$ cat src/rtl/bgtile_pkg.sv
package bgtile_pkg;

    localparam int unsigned VA_W      = 13;            // video memory address width
    localparam int unsigned BYTE_W    = 8;
    localparam int unsigned RC_W      = 8;             // raster counter width
    localparam int unsigned TILE_LOG  = 3;             // 8-pixel tiles
    localparam int unsigned GRID_LOG  = 4;             // 16 tiles per grid side
    localparam int unsigned PAL_W     = 4;             // 16 palettes
    localparam int unsigned CIDX_W    = 2;             // up to 4 colours
    localparam int unsigned CA_W      = PAL_W + CIDX_W;
    localparam int unsigned CRAM_N    = 1 << CA_W;
    localparam int unsigned TILE_PX   = 1 << TILE_LOG;
    localparam int unsigned VIS_STAGES = TILE_PX + 1;  // span delay + colour read

    typedef logic [VA_W-1:0]   vaddr_t;
    typedef logic [BYTE_W-1:0] byte_t;

    typedef enum logic [TILE_LOG-1:0] {
        PH_GRID_LO = 3'd0,
        PH_GRID_HI = 3'd1,
        PH_ROW_LO  = 3'd2,
        PH_ROW_HI  = 3'd3,
        PH_TAIL    = 3'd4,
        PH_IDLE5   = 3'd5,
        PH_IDLE6   = 3'd6,
        PH_LOAD    = 3'd7
    } phase_e;

    typedef struct packed {
        byte_t            plane_lo;
        byte_t            plane_hi;
        logic [PAL_W-1:0] pal;
    } tile_row_t;

    typedef struct packed {
        logic [2:0] r;
        logic [2:0] g;
        logic [2:0] b;
    } rgb9_t;

    function automatic vaddr_t grid_addr(vaddr_t base, logic [GRID_LOG-1:0] tx,
                                         logic [GRID_LOG-1:0] ty);
        return base + vaddr_t'({ty, tx, 1'b0});
    endfunction

    function automatic vaddr_t row_addr(vaddr_t base, byte_t tile,
                                        logic [TILE_LOG-1:0] row, logic two_bit);
        if (two_bit)
            return base + vaddr_t'({tile, row, 1'b0});
        return base + vaddr_t'({tile, row});
    endfunction

    function automatic rgb9_t decode_colour(byte_t c);
        rgb9_t o;
        o.r = c[2:0];
        o.g = c[5:3];
        o.b = {c[7:6], 1'b0};
        return o;
    endfunction

endpackage

$ cat src/rtl/bgt_fetch.sv
module bgt_fetch
    import bgtile_pkg::*;
(
    input  logic            clk,
    input  logic            rst,
    input  logic [RC_W-1:0] hcount,
    input  logic [RC_W-1:0] vcount,
    input  vaddr_t          grid_base,
    input  vaddr_t          tile_base,
    input  logic            two_bit,
    output vaddr_t          vram_addr,
    input  byte_t           vram_rdata,
    output logic            load,
    output tile_row_t       row_out
);

    phase_e              phase;
    vaddr_t              gaddr_q;
    logic [TILE_LOG-1:0] row_q;
    byte_t               tile_q;
    tile_row_t           acc_q;
    vaddr_t              plane_addr;

    assign phase      = phase_e'(hcount[TILE_LOG-1:0]);
    assign plane_addr = row_addr(tile_base, tile_q, row_q, two_bit);

    always_comb begin
        unique case (phase)
            PH_GRID_LO: vram_addr = grid_addr(grid_base,
                                      hcount[TILE_LOG+GRID_LOG-1:TILE_LOG],
                                      vcount[TILE_LOG+GRID_LOG-1:TILE_LOG]);
            PH_GRID_HI: vram_addr = gaddr_q + vaddr_t'(1);
            PH_ROW_LO:  vram_addr = plane_addr;
            default:    vram_addr = plane_addr + vaddr_t'(1);
        endcase
    end

    always_ff @(posedge clk) begin
        if (rst) begin
            gaddr_q <= '0;
            row_q   <= '0;
            tile_q  <= '0;
            acc_q   <= '0;
        end else begin
            unique case (phase)
                PH_GRID_LO: begin
                    gaddr_q <= vram_addr;
                    row_q   <= vcount[TILE_LOG-1:0];
                end
                PH_GRID_HI: tile_q         <= vram_rdata;
                PH_ROW_LO:  acc_q.pal      <= vram_rdata[PAL_W-1:0];
                PH_ROW_HI:  acc_q.plane_lo <= vram_rdata;
                PH_TAIL:    acc_q.plane_hi <= two_bit ? vram_rdata : '0;
                default:    ;
            endcase
        end
    end

    assign load    = (phase == PH_LOAD);
    assign row_out = acc_q;

    // second grid byte sits right after the first
    p_grid_pair_r1: assert property (@(posedge clk) disable iff (rst)
        (phase == PH_GRID_HI && $past(phase) == PH_GRID_LO)
            |-> vram_addr == $past(vram_addr) + vaddr_t'(1));

    // the two plane bytes of a row are adjacent
    p_plane_pair_r4: assert property (@(posedge clk) disable iff (rst)
        (two_bit && $past(two_bit) && phase == PH_ROW_HI && $past(phase) == PH_ROW_LO)
            |-> vram_addr == $past(vram_addr) + vaddr_t'(1));

    // a 1-bit row lies within 256 tiles * 8 bytes of the tile base
    p_row_window_r3: assert property (@(posedge clk) disable iff (rst)
        (!two_bit && phase == PH_ROW_LO)
            |-> vaddr_t'(vram_addr - tile_base) < vaddr_t'(2048));

endmodule

$ cat src/rtl/bgt_shift.sv
module bgt_shift
    import bgtile_pkg::*;
(
    input  logic             clk,
    input  logic             rst,
    input  logic             load,
    input  tile_row_t        row_in,
    output logic [CIDX_W-1:0] cidx,
    output logic [PAL_W-1:0] pal
);

    tile_row_t cur_q;

    always_ff @(posedge clk) begin
        if (rst) begin
            cur_q <= '0;
        end else if (load) begin
            cur_q <= row_in;
        end else begin
            cur_q.plane_lo <= {cur_q.plane_lo[BYTE_W-2:0], 1'b0};
            cur_q.plane_hi <= {cur_q.plane_hi[BYTE_W-2:0], 1'b0};
        end
    end

    assign cidx = {cur_q.plane_hi[BYTE_W-1], cur_q.plane_lo[BYTE_W-1]};
    assign pal  = cur_q.pal;

    // palette only changes when a new row is loaded
    p_pal_hold_r2: assert property (@(posedge clk) disable iff (rst)
        !$past(load) |-> $stable(pal));

endmodule

$ cat src/rtl/bgt_cram.sv
module bgt_cram
    import bgtile_pkg::*;
(
    input  logic            clk,
    input  logic            rst,
    input  logic            we,
    input  logic [CA_W-1:0] waddr,
    input  byte_t           wdata,
    input  logic [CA_W-1:0] raddr,
    output byte_t           rdata
);

    byte_t mem [CRAM_N];

    always_ff @(posedge clk) begin
        if (we)
            mem[waddr] <= wdata;
    end

    always_ff @(posedge clk) begin
        if (rst)
            rdata <= '0;
        else
            rdata <= mem[raddr];
    end

endmodule

$ cat src/rtl/bg_tile_pipe.sv
module bg_tile_pipe
    import bgtile_pkg::*;
(
    input  logic              clk,
    input  logic              rst,
    input  logic [RC_W-1:0]   hcount,
    input  logic [RC_W-1:0]   vcount,
    input  logic [VA_W-1:0]   grid_base,
    input  logic [VA_W-1:0]   tile_base,
    input  logic              two_bit,
    output logic [VA_W-1:0]   vram_addr,
    input  logic [BYTE_W-1:0] vram_rdata,
    input  logic              cram_we,
    input  logic [CA_W-1:0]   cram_waddr,
    input  logic [BYTE_W-1:0] cram_wdata,
    output logic [2:0]        red,
    output logic [2:0]        green,
    output logic [2:0]        blue
);

    logic                  load;
    tile_row_t             fetched;
    logic [CIDX_W-1:0]     cidx;
    logic [PAL_W-1:0]      pal;
    logic [CA_W-1:0]       cram_raddr;
    byte_t                 colour;
    logic [VIS_STAGES-1:0] vis_q;
    rgb9_t                 rgb_q;

    bgt_fetch u_fetch (
        .clk        (clk),
        .rst        (rst),
        .hcount     (hcount),
        .vcount     (vcount),
        .grid_base  (grid_base),
        .tile_base  (tile_base),
        .two_bit    (two_bit),
        .vram_addr  (vram_addr),
        .vram_rdata (vram_rdata),
        .load       (load),
        .row_out    (fetched)
    );

    bgt_shift u_shift (
        .clk    (clk),
        .rst    (rst),
        .load   (load),
        .row_in (fetched),
        .cidx   (cidx),
        .pal    (pal)
    );

    assign cram_raddr = two_bit ? {pal, cidx} : {1'b0, pal, cidx[0]};

    bgt_cram u_cram (
        .clk   (clk),
        .rst   (rst),
        .we    (cram_we),
        .waddr (cram_waddr),
        .wdata (cram_wdata),
        .raddr (cram_raddr),
        .rdata (colour)
    );

    always_ff @(posedge clk) begin
        if (rst) begin
            vis_q <= '0;
            rgb_q <= '0;
        end else begin
            vis_q <= {vis_q[VIS_STAGES-2:0], ~hcount[RC_W-1] & ~vcount[RC_W-1]};
            rgb_q <= vis_q[VIS_STAGES-1] ? decode_colour(colour) : '0;
        end
    end

    assign red   = rgb_q.r;
    assign green = rgb_q.g;
    assign blue  = rgb_q.b;

    // reset clears the pixel output on the next edge
    p_reset_black_r10: assert property (@(posedge clk)
        rst |=> ({red, green, blue} == 9'd0));

    // a coloured pixel must come from a visible raster position ten ticks back
    p_blank_black_r8: assert property (@(posedge clk) disable iff (rst)
        ({red, green, blue} != 9'd0) |-> $past(!hcount[RC_W-1] && !vcount[RC_W-1], 10));

endmodule

$ cat config.mk
export PLATFORM = sky130hd
export DESIGN_NAME = bg_tile_pipe
export DESIGN_NICKNAME = d
export VERILOG_FILES = /design/src/rtl/bgtile_pkg.sv /design/src/rtl/bgt_fetch.sv /design/src/rtl/bgt_shift.sv /design/src/rtl/bgt_cram.sv /design/src/rtl/bg_tile_pipe.sv
export SDC_FILE = /design/constraint.sdc
export NUM_CORES = 1
export LEC_CHECK = 0
export CAP_MARGIN = 20
export CORE_MARGIN = 1
export CORE_UTILIZATION = 52
export DETAILED_ROUTE_END_ITERATION = 16
export PLACE_DENSITY = 0.7
export SYNTH_ARGS = -nofsm -noshare
export SYNTH_HDL_FRONTEND = slang
export SYNTH_SLANG_ARGS = --single-unit
export TNS_END_PERCENT = 50
$ cat constraint.sdc
create_clock -name clk -period 6.9 [get_ports clk]
set_clock_uncertainty 0.1 [all_clocks]
set_input_delay 1.725 -clock clk [delete_from_list [all_inputs] [get_ports clk]]
set_output_delay 1.725 -clock clk [all_outputs]
set_load 0.05 [all_outputs]
After elaboration in Yosys (flattened, before gate mapping):

Memories as Yosys holds them, arrays and structs flattened. A register that Yosys moved wholly into a read port is not among the register bits.
Cells that the tools add are included.

* memories kept: 1
* output and inout port bits: 22
* bits in writable memories: 512
* register bits after elaboration: 82
* word-level logic and storage cells: 44

Memories
* u_cram.mem: words 64, bits a word 8, rd ports 1, clocked after Yosys merged registers in 1, write ports 1, RTL line bgt_cram.sv:13 `byte_t mem [CRAM_N];`

* mux-type cells: 9
* add/sub/neg operators: 5
* reduce and logical (&&, ||, !) cells: 3
* eq/ne operators: 5
* bitwise operators: 5

Operators by type and width (count)
* 13-bit case mux with 3 select lines: 1
* 13-bit by 1-bit adder with 13-bit output (second input constant): 2
* 13-bit 2-to-1 mux: 2
* 16-bit 2-to-1 mux: 1
* 13-bit by 11-bit adder with 13-bit output: 1
* 13-bit by 12-bit adder with 13-bit output: 1
* 13-bit by 9-bit adder with 13-bit output: 1
* 8-bit 2-to-1 mux: 1
* 3-bit by 2-bit equality test with 1-bit output (second input constant): 2
* 3-bit equality test (second input constant): 2
* 6-bit 2-to-1 mux: 1
* 1-bit inverter: 4
* 2-bit OR reduction: 2
* 3-bit by 1-bit equality test with 1-bit output (second input constant): 1
* 3-bit logical NOT: 1
* 1-bit 2-to-1 mux: 3
* 1-bit AND: 1

Longest topological paths before layout:

Gate-level depths: netlist (run 1).

* depth after elaboration: 5
* mapped depth: 11
* mapped depth without buffers: 10

Modules after synthesis:

A second synthesis (run 1) with hierarchy kept.

* cell total of the unflattened synthesis: 1530
* area, all modules: 25299.3 sq um

Modules (own cells, without submodules)
* bgt_cram: instances 1, area each 20120.5 sq um, cells an instance 921
* bgt_fetch: instances 1, area each 3897.5 sq um, cells an instance 499
* bgt_shift: instances 1, area each 742.0 sq um, cells an instance 68
* bg_tile_pipe: instances 1, area each 539.3 sq um, cells an instance 42

Worst setup path before layout (run 1):

OpenSTA, ideal clock, no wires.

* path kind: input to output
* from: input port tile_base[1]
* to: output port vram_addr[12]
* data required time: 5.075 ns
* arrival: 5.095 ns
* cell stages on the path: 10
* slack: -0.020 ns
* cell sequence: ha_1 > fa_1 > a211oi_1 > o21ai_0 > a211oi_1 > o211ai_1 > o311a_1 > nor4b_1 > a31oi_1 > o31ai_1

* cells in the longest elaborated chain, start to end: 5

RTL lines
* from (decl): RTL line bg_tile_pipe.sv:9 `input logic [VA_W-1:0] tile_base,`
* 13-bit by 12-bit adder with 13-bit output: RTL line bgtile_pkg.sv:49 `return base + vaddr_t'({tile, row, 1'b0});`
* 13-bit 2-to-1 mux: RTL line bgtile_pkg.sv:48 `if (two_bit)`
* 13-bit 2-to-1 mux (*): RTL line bgtile_pkg.sv:50 `return base + vaddr_t'({tile, row});`
* 13-bit by 1-bit adder with 13-bit output: RTL line bgt_fetch.sv:34 `default: vram_addr = plane_addr + vaddr_t'(1);`
* 13-bit case mux with 3 select lines (*): RTL line bgt_fetch.sv:28 `unique case (phase)`
* to (decl): RTL line bg_tile_pipe.sv:11 `output logic [VA_W-1:0] vram_addr,`

Every way passes the cells marked *; elsewhere a longest branch is shown, timed or not. The select of a mux whose other input is x is not followed.

Worst setup path after layout (run 1):

* from: input port tile_base[1]
* to: output port vram_addr[10]

The elaborated chain is that of the path after synthesis.

==> results of run 1 <==
-- power groups by stage --
stage                     Sequential [mW]  Combinational, mW  Clock, mW
after detailed placement             4.06              0.498          0
final                                3.98              0.519       2.92
after global placement               4.06              0.491          0
after floorplan                      4.05              0.250          0
after CTS                            3.98              0.507       2.97
after global routing                 3.98              0.556       3.09
-- final timing paths --
| path | end | slack [ns] | cells past startpoint |
|---|---|---|---|
| max | vram_addr[10] | 0.01 | 15 |
| min | blue[1]$_SDFF_PP0_ | 0.31 | 1 |
| max reg2reg | u_cram.rdata[1]$_SDFF_PP0_ | 3.22 | 7 |
| min reg2reg | blue[1]$_SDFF_PP0_ | 0.31 | 1 |
-- cell families after synthesis --
group	synth area share [%]
AOI/OAI and AO/OA	6.78
xor gates and xnor gates	1.01
adders and majority gates	1.78
buffers and inverters	1.76
DFF	68.2
muxes	12.5
other	0.0149
and+or+nand+nor	7.93
-- repair_timing --
item                                    CTS  global route
buffers inserted                          2             3
endpoints found under the setup margin    6             5
pin swaps                                 2             5
resized for setup                        14            12
hold buffers                              0             0
-- layout make-up --
cell class	count	area, sq um
fillers	3471	18500
flip-flops and latches	601	17200
multi-input cells	914	7720
repair buffers	180	1760
clock buffers	70	1500
well taps	615	769
clock inverters	37	249
inverters	13	50.0
-- registers in the layout, indices dropped and copies added, names as in the netlist --
register         cells
red                  3
vis_q                9
u_shift.pal          4
blue                 2
u_cram.rdata         8
green                3
u_fetch.gaddr_q     13
u_shift.cur_q       14
u_fetch.row_q        3
u_shift.cidx         2
u_fetch.row_out     20
u_cram.mem         512
u_fetch.tile_q       8
-- layout by cell type (no fill, tap or decap), types with 13 or more instances in the layout --
cell type / netlist / final
a211oi_1: 58 / 56
a21oi_1: 83 / 81
a311oi_1: 16 / 16
a31oi_1: 25 / 25
and2_1: 43 / 43
buf_12: 0 / 22
buf_4: 1 / 83
clkbuf_16: 0 / 58
clkdlybuf4s50_1: 0 / 65
clkinv_1: 0 / 19
dfxtp_1: 89 / 88
edfxtp_1: 512 / 512
ha_1: 31 / 29
mux2i_1: 21 / 17
mux4_2: 128 / 128
nand2_1: 184 / 183
nand3_1: 26 / 25
nor2_1: 103 / 103
nor2b_1: 13 / 13
nor3_1: 18 / 17
o21ai_0: 23 / 20
xnor2_1: 13 / 13
xor2_1: 16 / 15
-- metal layers --
layer	vias up	track usage [%]	routed length, microns	share of wire [%]
met5	-	0	0	0
met4	0	7.77	1590	2.7
met3	95	3.74	3600	6.2
met2	535	40.7	29300	50
met1	7484	32.5	24000	41
li1	6631	-	-	-
-- critical path: cells and delay by family --
| family | cells | cell delay [ns] |
|---|---|---|
| xor gates and xnor gates | 1 | 0.14 |
| buffers and inverters | 6 | 1.33 |
| and+or+nand+nor | 2 | 0.14 |
| AOI/OAI and AO/OA | 4 | 1.04 |
| adders and majority gates | 1 | 0.31 |
| muxes | 1 | 0.36 |
==> impl_metrics.py, run 1 <==
metrics = {
    "place": {
        "dpl.cell_count": 2312,
        "numPortBuffers": 88,
        "post-place-ws_ns": -0.165,
        "dpl_cell_area_sq_um": 27200,
        "hpwl_mm": 37.0,
        "place_congestion": 0.880,
    },
    "routing": {
        "via_per_inst": 6.07,
        "via_count": 14700,
        "wl_mm": 58.5,
        "first_pass_iters": 5,
        "ant_nets": 0,
        "drc": 0,
        "dr.first_iter.drc_count": 1173,
        "wl_per_cell_microns": 24.1,
    },
    "finish": {
        "post-route-util_pct": 61.2,
        "drive_gt1_share_pct": 19.6,
        "insertedDiodeCount": 0,
        "layout.cells.non_filler": 2430,
        "nets": 1870,
        "syn2layout_area_growth_pct": 16.1,
        "stdcell_area_sq_um": 29200,
    },
    "power": {
        "clkPwrFrac_pct": 39.3,
        "power.total_mw": 7.42,
        "combPwrFrac_pct": 7.0,
        "swShare_pct": 22.3,
        "p_per_area_nw_per_um2": 254,
        "p_int_mw": 5.76,
        "p_leak_nw": 9.69,
        "power.switching_mw": 1.65,
        "p_seq_share_pct": 53.7,
        "peakVddDrop_mv": 0.215,
    },
    "sta": {
        "slew_headroom_pct": 28.5,
        "layout_setup_ws_ns": 0.0140,
        "max_freq_mhz": 145,
        "hold_viol": 0,
        "report.final.slew_viol_count": 0,
        "fin_tns_setup_ns": 0,
        "worst_slew_pin_slew_ns": 1.07,
        "timing.hold.ws_ns": 0.310,
        "setup_viol": 0,
        "timing.final.crit_period_ns": 6.89,
        "timing.final.crit_share_pct": 99.8,
        "rsz0062_at_grt": "yes",
    },
    "floorplanning": {
        "die_w_microns": 222,
        "io_pins": 90,
        "initial_core_util_pct": 52.7,
        "die_h_microns": 222,
        "num_rows": 80,
        "die_area_sq_um": 49300,
        "core_area_sq_um": 47700,
    },
    "global_route": {
        "globalRouteTotalUtil_pct": 24.2,
        "first_global_vias": 15000,
        "overflow": 0,
        "grt_pass1_wl_mm": 89.8,
        "grt_max_degree": 67,
        "antenna_found_initial": 0,
    },
    "hold_path": {
        "hold_path.class": "flip-flop to flip-flop",
        "hold_start": "u_cram.rdata[6]$_SDFF_PP0_",
    },
    "clock_network": {
        "cts_tree": "done",
        "clk_path_buf_depth": 3,
        "numCtsBuffers": 58,
        "clockRootBuffer": "clkbuf_16",
        "h-tree-depth": 2,
        "clk_pin_slew_ns": 0.06,
        "clock_latency_ns": 0.64,
        "clock-sinks": 601,
    },
    "yosys": {
        "syn_nets": 1725,
        "netlist.area_leader.share_pct": 61.1,
        "synth-async-reset-ratio_pct": 0,
        "yosys_warnings": 0,
        "synth_area_leaders": "edfxtp_1 (61%), mux4_2 (11%), dfxtp_1 (7.1%), nand2_1 (2.7%), a211oi_1 (1.7%)",
        "synth_largest_area_cell": "edfxtp_1",
        "synth_edf_count": 512,
        "synthDistinctLibCells": 63,
        "synth_flop_cell": "edfxtp_1",
        "ys_seq_area_share_pct": 68.2,
        "synthesis.area_sq_um": 25200,
        "yosys_register_bits": 601,
        "syn_avg_cell_area_sq_um": 15.5,
        "synth_common_cells": "edfxtp_1 (512), nand2_1 (184), mux4_2 (128)",
        "yosysMostFrequentCell": "edfxtp_1",
        "synth_cells": 1623,
    },
    "critical_path": {
        "max_stage_delay_ns": 0.44,
        "critPathSlowestCell": "clkdlybuf4s50_1",
        "crit_start": "tile_base[1]",
        "crit_top_cell": "buf_4",
        "cp.required_ns": 5.08,
        "end_kind": "primary output",
        "critPathMaxFanout": 3,
        "cp.arrival_ns": 5.06,
        "start_kind": "primary input",
        "cp_cell_sequence": "clkdlybuf4s50_1 -> buf_4 -> ha_1 -> a211oi_1 -> buf_4 -> o21ai_0 -> buf_4 -> nand2_1 -> mux2_2 -> o31ai_2 -> buf_4 -> nor4_1 -> xor2_1 -> o22ai_1 -> buf_12",
        "path_class": "primary input to primary output",
        "rr_startpoint": "u_shift.cidx[0]$_SDFF_PP0_",
    },
    "run": {
        "timing.max_cap.violations": 0,
    },
    "status": {
        "outcome": "completed",
    },
}
Note: power is estimated with default switching activity, not from simulation.
==> run 2, diff against run 1 <==
Settings changed: CORE_UTILIZATION 52 to 40, PLACE_DENSITY 0.7 to unset, SKIP_CTS_REPAIR_TIMING set to 1.
==> run 2 against run 1 <==
  * Maximum frequency is 0.87% higher
  * Sequential power hardly changed
  * Register-to-register slack better by 0.17 ns
  * Largest cell class unchanged
  * Die area is 30% higher
  * Sequential share of layout area is 0.68 points lower
  * Critical path type unchanged
  * Global-route usage is 5.0 points lower
  * Critical path depth is 3 lower
  * Critical endpoint is now vram_addr[9]
  * Setup slack better by 0.059 ns
  * Non-clock buffer count is 5 lower
==> impl_metrics.py, run 2 (same netlist as run 1, synthesis figures left out) <==
metrics = {
    "finish": {
        "layout_common_cells": "edfxtp_1 (512), nand2_1 (183), mux4_2 (128)",
        "final_common_cell": "edfxtp_1",
        "nets": 1866,
        "insertedDiodeCount": 0,
        "drive_gt1_share_pct": 19.8,
        "syn2layout_area_growth_pct": 17.4,
        "post-route-util_pct": 47.7,
        "fill_cells": 5396,
        "top_register": "u_cram.mem",
        "largest_reg_flops": 512,
    },
    "critical_path": {
        "regToRegSetupSlack_ns": 3.39,
        "end_kind": "primary output",
        "cp.buffers_inverters": 3,
        "critPathMaxFanout": 4,
        "max_stage_delay_ns": 0.54,
        "cp.required_ns": 5.08,
        "path_class": "primary input to primary output",
        "cp_cell_sequence": "clkdlybuf4s50_1 -> buf_4 -> ha_1 -> and3_4 -> a221oi_2 -> xnor2_1 -> nand3_1 -> o211a_1 -> or3b_4 -> or4_4 -> a31oi_4 -> buf_12",
        "cp.arrival_ns": 5.00,
        "start_kind": "primary input",
        "critPathTopFamily": "simple AND/OR/NAND/NOR gates",
        "critPathSlowestCell": "or4_4",
    },
    "floorplanning": {
        "num_rows": 91,
        "die_area_sq_um": 63900,
        "die_w_microns": 253,
        "core_area_sq_um": 61900,
        "die_h_microns": 253,
        "initial_core_util_pct": 40.6,
        "io_pins": 90,
    },
    "power": {
        "power.switching_mw": 1.68,
        "p_int_mw": 5.88,
        "swShare_pct": 22.3,
        "p_per_area_nw_per_um2": 256,
        "combPwrFrac_pct": 7.1,
        "p_seq_share_pct": 52.7,
        "p_leak_nw": 9.70,
        "peakVddDrop_mv": 0.232,
        "clkPwrFrac_pct": 40.3,
    },
    "hold_path": {
        "hold_path.class": "flip-flop to flip-flop",
    },
    "sta": {
        "hold_viol": 0,
        "timing.hold.ws_ns": 0.338,
        "worst_slew_pin_slew_ns": 0.948,
        "fin_tns_setup_ns": 0,
        "report.final.slew_viol_count": 0,
        "timing.final.crit_share_pct": 98.9,
        "max_freq_mhz": 146,
        "setup_viol": 0,
        "timing.final.crit_period_ns": 6.83,
        "slew_headroom_pct": 36.6,
    },
    "status": {
        "outcome": "completed",
    },
    "clock_network": {
        "cts_tree": "done",
        "h-tree-depth": 2,
        "clk_path_buf_depth": 3,
        "clk_pin_slew_ns": 0.06,
        "clockRootBuffer": "clkbuf_16",
        "numCtsBuffers": 59,
        "clock-sinks": 601,
        "clock_latency_ns": 0.65,
    },
    "global_route": {
        "overflow": 0,
        "grt_max_degree": 79,
        "grt_pass1_wl_mm": 91.1,
        "antenna_found_initial": 1,
        "globalRouteTotalUtil_pct": 19.2,
        "first_global_vias": 14700,
    },
    "routing": {
        "via_per_inst": 5.51,
        "wl_per_cell_microns": 23.0,
        "drc": 0,
        "first_pass_iters": 7,
        "ant_nets": 0,
        "wl_mm": 60.9,
        "via_count": 14600,
        "dr.first_iter.drc_count": 1086,
    },
    "place": {
        "hpwl_mm": 37.6,
        "numPortBuffers": 88,
        "place_congestion": 0.862,
    },
    "run": {
        "timing.max_cap.violations": 0,
    },
}
[run 2: final cells by class]
type	count	area, sq um	share of cell area [%]
clock buffers	80	1560	5.26
inverters	13	50.0	0.169
multi-input cells	914	7800	26.4
repair buffers	175	1680	5.69
flip-flops and latches	601	17200	58.1
well taps	837	1050	3.54
clock inverters	25	250	0.847
[run 2: power groups by stage]
| stage | logic, mW | clock network, mW | registers [mW] |
|---|---|---|---|
| after floorplan | 0.250 | 0 | 4.05 |
| after global placement | 0.509 | 0 | 4.06 |
| after detailed placement | 0.515 | 0 | 4.06 |
| after CTS | 0.517 | 3.11 | 3.98 |
| after global routing | 0.575 | 3.23 | 3.98 |
| final | 0.535 | 3.05 | 3.98 |
[run 2: path summary, 6_finish.rpt]
check,start,end,depth (start not counted)
worst max-delay path,tile_base[5],vram_addr[9],12
worst min-delay path,u_cram.rdata[2]$_SDFF_PP0_,red[2]$_SDFF_PP0_,1
worst max register to register,u_shift.cidx[0]$_SDFF_PP0_,u_cram.rdata[7]$_SDFF_PP0_,7
worst min register to register,u_cram.rdata[2]$_SDFF_PP0_,red[2]$_SDFF_PP0_,1
[run 2: metal layers]
layer	routed length (microns)	up-vias	global-route usage (%)
li1	-	6622	-
met1	26000	7401	25.7
met2	29600	461	31.8
met3	3870	86	3.47
met4	1360	2	5.63
met5	17	-	0
[run 2: through the flow]
step	power, mW	instance area [sq um]	instances	setup WS, ns
after global placement	4.57	27400	2532	-0.216
after CTS	7.61	29200	2637	-0.246
after global routing	7.79	29500	2645	-0.0263
after detailed placement	4.58	27400	2532	-0.219
final	7.56	29500	2645	0.0732
after floorplan	4.30	25200	1623	0.0311
